File: src/rtl/ci_pkg.sv
package ci_pkg;
    localparam int DATA_W   = 32;
    localparam int BYTE_W   = 8;
    localparam int OP_PERM  = 0;
    localparam int OP_ADD   = 1;
    localparam int BASE_LAT = 2;

    function automatic int unsigned op_cycles(input int unsigned op, input int unsigned add_lat);
        if (op == OP_ADD) return add_lat;
        return BASE_LAT;
    endfunction
endpackage

File: src/rtl/ci_regfile.sv
module ci_regfile
    import ci_pkg::*;
#(
    parameter int NREGS = 32,
    localparam int IDX_W = (NREGS > 1) ? $clog2(NREGS) : 1
) (
    input  logic              clk,
    input  logic              rst,
    input  logic [IDX_W-1:0]  rd0_idx,
    input  logic [IDX_W-1:0]  rd1_idx,
    output logic [DATA_W-1:0] rd0_data,
    output logic [DATA_W-1:0] rd1_data,
    input  logic              wr_en,
    input  logic [IDX_W-1:0]  wr_idx,
    input  logic [DATA_W-1:0] wr_data
);
    logic [DATA_W-1:0] mem_d [NREGS];
    logic [DATA_W-1:0] mem_q [NREGS];

    always_comb begin
        for (int i = 0; i < NREGS; i++) mem_d[i] = mem_q[i];
        if (wr_en) mem_d[wr_idx] = wr_data;
    end

    always_ff @(posedge clk) begin
        if (rst) begin
            for (int i = 0; i < NREGS; i++) mem_q[i] <= '0;
        end else begin
            for (int i = 0; i < NREGS; i++) mem_q[i] <= mem_d[i];
        end
    end

    assign rd0_data = mem_q[rd0_idx];
    assign rd1_data = mem_q[rd1_idx];


    wr_lands_chk: assert property (@(posedge clk) disable iff (rst)
        wr_en |=> mem_q[$past(wr_idx)] == $past(wr_data));
endmodule

File: src/rtl/ci_op_core.sv
module ci_op_core
    import ci_pkg::*;
#(
    parameter int OP_W = 8
) (
    input  logic [OP_W-1:0]   op,
    input  logic [DATA_W-1:0] opa,
    input  logic [DATA_W-1:0] opb,
    output logic [DATA_W-1:0] res
);
    localparam int MID_W = DATA_W - 2 * BYTE_W;

    logic [DATA_W-1:0] perm;

    assign perm[BYTE_W-1:0]             = opa[DATA_W-1:DATA_W-BYTE_W];
    assign perm[DATA_W-1:DATA_W-BYTE_W] = opa[BYTE_W-1:0];

    for (genvar k = 0; k < MID_W; k++) begin : g_mirror
        assign perm[BYTE_W + k] = opa[DATA_W - BYTE_W - 1 - k];
    end

    always_comb begin
        if (int'(op) == OP_PERM)     res = perm;
        else if (int'(op) == OP_ADD) res = opa + opb;
        else                         res = '0;
    end
endmodule

File: src/rtl/ci_exec_unit.sv
module ci_exec_unit
    import ci_pkg::*;
#(
    parameter int NREGS   = 32,
    parameter int NOPS    = 256,
    parameter int ADD_LAT = 4,
    localparam int IDX_W  = (NREGS > 1) ? $clog2(NREGS) : 1,
    localparam int OP_W   = (NOPS > 1) ? $clog2(NOPS) : 1
) (
    input  logic              clk,
    input  logic              rst,
    input  logic              start,
    input  logic [OP_W-1:0]   op_sel,
    input  logic [DATA_W-1:0] cpu_a,
    input  logic [DATA_W-1:0] cpu_b,
    input  logic [IDX_W-1:0]  a_idx,
    input  logic [IDX_W-1:0]  b_idx,
    input  logic [IDX_W-1:0]  c_idx,
    input  logic              a_from_cpu,
    input  logic              b_from_cpu,
    input  logic              res_to_cpu,
    output logic [DATA_W-1:0] result,
    output logic              done
);
    localparam int ADD_CYC = (ADD_LAT < BASE_LAT) ? BASE_LAT : ADD_LAT;
    localparam int CNT_W   = $clog2(ADD_CYC + 1);

    typedef struct packed {
        logic              busy;
        logic              done;
        logic [CNT_W-1:0]  cnt;
        logic [OP_W-1:0]   op;
        logic [DATA_W-1:0] a;
        logic [DATA_W-1:0] b;
        logic [IDX_W-1:0]  dst;
        logic              to_cpu;
        logic [DATA_W-1:0] res;
    } ctl_t;

    ctl_t              st_d, st_q;
    logic [DATA_W-1:0] rf_a, rf_b, core_res;
    logic              wr_en;

    ci_regfile #(.NREGS(NREGS)) u_rf (
        .clk      (clk),
        .rst      (rst),
        .rd0_idx  (a_idx),
        .rd1_idx  (b_idx),
        .rd0_data (rf_a),
        .rd1_data (rf_b),
        .wr_en    (wr_en),
        .wr_idx   (st_q.dst),
        .wr_data  (core_res)
    );

    ci_op_core #(.OP_W(OP_W)) u_core (
        .op  (st_q.op),
        .opa (st_q.a),
        .opb (st_q.b),
        .res (core_res)
    );

    always_comb begin
        st_d      = st_q;
        st_d.done = 1'b0;
        wr_en     = 1'b0;
        if (!st_q.busy) begin
            if (start) begin
                st_d.busy   = 1'b1;
                st_d.op     = op_sel;
                st_d.a      = a_from_cpu ? cpu_a : rf_a;
                st_d.b      = b_from_cpu ? cpu_b : rf_b;
                st_d.dst    = c_idx;
                st_d.to_cpu = res_to_cpu;
                st_d.cnt    = CNT_W'(op_cycles(int'(op_sel), ADD_CYC) - 2);
            end
        end else if (st_q.cnt == '0) begin
            st_d.busy = 1'b0;
            st_d.done = 1'b1;
            st_d.res  = core_res;
            wr_en     = !st_q.to_cpu;
        end else begin
            st_d.cnt = st_q.cnt - 1'b1;
        end
    end

    always_ff @(posedge clk) begin
        if (rst) st_q <= '0;
        else     st_q <= st_d;
    end

    assign result = st_q.res;
    assign done   = st_q.done;


    done_pulse_chk: assert property (@(posedge clk) disable iff (rst)
        done |=> !done);


    perm_lat_chk: assert property (@(posedge clk) disable iff (rst)
        (start && !st_q.busy && int'(op_sel) == OP_PERM) |=> ##1 done);


    opnd_hold_chk: assert property (@(posedge clk) disable iff (rst)
        st_q.busy |=> (!st_q.busy || ($stable(st_q.op) && $stable(st_q.a) && $stable(st_q.b))));


    rst_idle_chk: assert property (@(posedge clk)
        rst |=> (!st_q.busy && !done && result == '0));
endmodule

File: config.mk
export PLATFORM = sky130hd
export DESIGN_NAME = ci_exec_unit
export DESIGN_NICKNAME = d
export VERILOG_FILES = /design/src/rtl/ci_pkg.sv /design/src/rtl/ci_regfile.sv /design/src/rtl/ci_op_core.sv /design/src/rtl/ci_exec_unit.sv
export SDC_FILE = /design/constraint.sdc
export NUM_CORES = 2
export LEC_CHECK = 0
export BUFFER_PORTS_ARGS = -buffer_cell sky130_fd_sc_hd__buf_2
export CORE_MARGIN = 4
export CORE_UTILIZATION = 40
export CTS_CLUSTER_SIZE = 12
export DETAILED_ROUTE_END_ITERATION = 8
export SLEW_MARGIN = 10
export SYNTH_ARGS = -nofsm -noshare
export SYNTH_HDL_FRONTEND = slang
export SYNTH_SLANG_ARGS = --single-unit
File: constraint.sdc
create_clock -name clk -period 6.49 [get_ports clk]
set_clock_uncertainty 0.1 [all_clocks]
set_input_delay 1.298 -clock clk [delete_from_list [all_inputs] [get_ports clk]]
set_output_delay 1.298 -clock clk [all_outputs]
set_load 0.05 [all_outputs]
==> flow_metrics.tcl <==
set metrics [dict create \
    ys_seq_area_share_pct 39.2 \
    syn_avg_cell_area_sq_um 9.62 \
    p_per_area_nw_per_um2 229 \
    synthFlopType "dfxtp_1" \
    place_inst 7599 \
    syn_nets 6178 \
    critPathMaxStageDelay_ns 0.60 \
    yosys.area.top_type "dfxtp_1" \
    maxCapViolCount 0 \
    power.switching_mw 3.74 \
    hold_buffers 0 \
    setup_viol 0 \
    ys_ff_latch 1139 \
    cts_buffers 115 \
    synth_cell_types 66 \
    h-tree-depth 3 \
    max_freq_ghz 0.222 \
    cp_common_cell "o21ai_0" \
    layout_setup_ws_ns 1.99 \
    syn_to_final_growth_pct 9.85 \
    rsz0062_at_grt "no" \
    rows 139 \
    ff2ff_path_depth 13 \
    synth_area_leaders "dfxtp_1 39%, mux4_2 25%, nand2_1 9.0%" \
    cts_setup_buffers 0 \
    overflow 0 \
    die_w_microns 389 \
    worstPathMaxFanout 33 \
    async_reset_ff_share_pct 0 \
    cts_root_buffer "clkbuf_16" \
    vias 49800 \
    worstHoldStart "result[19]" \
    setup_tns_ns 0 \
    avgRoutedWirePerCell_microns 28.6 \
    synth_most_common_cell "nand2_1" \
    slowest_stage "a211oi_1" \
    comb_power_share_pct 7.5 \
    cts_sinks 1139 \
    clock_path_buffers 3 \
    intPower_mw 10.9 \
    power_switching_share_pct 25.5 \
    drv_slew 0 \
    cts_resized 0 \
    io_pins 126 \
    min_path_cells 2 \
    yosysWarnings 0 \
    drcViolationCount 0 \
    grt_usage_pct 28.4 \
    tightest_slew_ns 1.22 \
    slew_headroom_pct 18.8 \
    syn_inst 6051 \
    die_y_microns 389 \
    fin_nets 5940 \
    clkPwrFrac_pct 44.3 \
    via_per_inst 6.40 \
    drive_gt1_share_pct 20.3 \
    cts_tree "built" \
    worst_ep_required_time_ns 6.99 \
    dp_hpwl_mm 136 \
    io_buffers 125 \
    critPathLaunch "st_q[70]" \
    grt_pass1_wl_mm 323 \
    worstPathArrival_ns 5.00 \
    grt_max_degree 230 \
    power.leakage_nw 20.6 \
    synth_edf_count 0 \
    crit_type "reg2reg" \
    cp-end-kind "register" \
    dr.pass1.iters 6 \
    core-area_sq_um 144000 \
    vdd_drop_max_mv 0.206 \
    utilization_pct 44.4 \
    status "finished clean" \
    crit_chain "ha_1 > inv_1 > fa_1 > nor2b_1 > nor2_1 > o21ai_0 > a22o_1 > o211ai_1 > a211oi_1 > mux2i_1 > a311oi_4 > buf_4 > o21ai_0" \
    routed_wirelength_mm 223 \
    dpl_worst_slack_ns 2.00 \
    grt_pass1_vias 46600 \
    die_area_sq_um 152000 \
    gp_congestion 0.948 \
    rr_startpoint "st_q[70]" \
    ant_nets 0 \
    hold_viol_final 0 \
    finalCritPeriodShare_pct 69.3 \
    crit_path_start_kind "register" \
    syn_area_sq_um 58200 \
    final_cells 7793 \
    cts.clk_slew.worst_paths_ns 0.06 \
    start_util_pct 40.4 \
    dr.first_iter.drc_count 7060 \
    min_path_type "reg2reg" \
    clk_latency_ns 0.76 \
    synth_top_area_share_pct 39.2 \
    antenna_found_initial 11 \
    fin_crit_ns 4.50 \
    seqPwrFrac_pct 48.2 \
    ys_top_cells_by_count "1397 x nand2_1, 1139 x dfxtp_1, 771 x a21oi_1" \
]
-- sequential cells by signal (all words and copies together) (netlist names) --
| signal | flops |
|---|---|
| done | 1 |
| st_q | 82 |
| u_rf.mem_q | 1024 |
| result | 32 |
-- metal layers --
layer,wire length (microns),global-route usage [%],up-vias
met5,63,0,-
met1,85800,38.0,24800
met4,10500,12.6,10
li1,-,-,21300
met2,99600,43.7,3145
met3,27100,7.39,633
-- power by group through the flow --
stage                     Clock (mW)  Combinational, mW  Sequential, mW
final                           6.49               1.10            7.05
after global routing            6.81               1.14            7.05
after CTS                       6.53               1.08            7.05
after detailed placement           0               1.08            7.21
after global placement             0               1.07            7.21
after floorplan                    0              0.699            7.19
-- worst max-delay path: cells and delay by family (launching register included) --
| family | cells | cell delay [ns] |
|---|---|---|
| AO/OA/AOI/OAI | 6 | 2.08 |
| adder cells (fa/ha/maj) | 2 | 0.65 |
| buffers and inverters | 2 | 0.48 |
| flip-flops | 1 | 0.49 |
| multiplexers | 1 | 0.22 |
| AND/OR/NAND/NOR | 2 | 0.26 |
-- stage by stage --
stage / power (mW) / instance area [sq um] / hold slack [ns]
final: 14.6 / 63900 / 0.352
after global routing: 15.0 / 63900 / 0.368
after CTS: 14.7 / 63900 / 0.353
after detailed placement: 8.28 / 60400 / 0.341
after global placement: 8.28 / 60400 / 0.330
after floorplan: 7.89 / 58200 / 0.326
-- cell usage in the layout, fill, tap and decap left out, drive strengths merged, types with 27 or more instances in the layout --
| master | n |
|---|---|
| nand3b | 387 |
| ha | 33 |
| o31ai | 46 |
| clkbuf | 166 |
| mux2i | 80 |
| a21oi | 771 |
| buf | 265 |
| or3 | 27 |
| dfxtp | 1139 |
| nand2 | 1397 |
| mux4 | 640 |
| o21ai | 434 |
| nor2 | 278 |
-- area by class of cell --
class,instances,area (sq um)
Antenna cell,7,17.5
Clock buffer,166,3360
Clock inverter,21,153
Fill cell,13500,80100
Inverter,12,45.0
Multi-Input combinational cell,4280,33200
Sequential cell,1139,22800
Tap cell,1903,2380
Timing Repair Buffer,265,1960
-- logic make-up (layout without fill, tap and decap cells) --
group,after synthesis,in the layout,share of synthesized area [%]
xor+xnor,14,14,0.211
buf+inv,632,464,4.39
other cells,0,7,0
flops,1139,1139,39.2
fa+ha+maj,34,34,0.744
simple gates,2188,2188,17.1
mux,722,722,26.2
compound gates,1322,1322,12.2
-- path summary, 6_finish.rpt --
path | slack (ns) | endpoint
worst max register to register | 1.99 | u_rf.mem_q[23][24]
worst max-delay path | 1.99 | u_rf.mem_q[23][24]
worst min-delay path | 0.35 | result[19]
worst min register to register | 0.35 | result[19]
(Power assumes the default switching activity.)
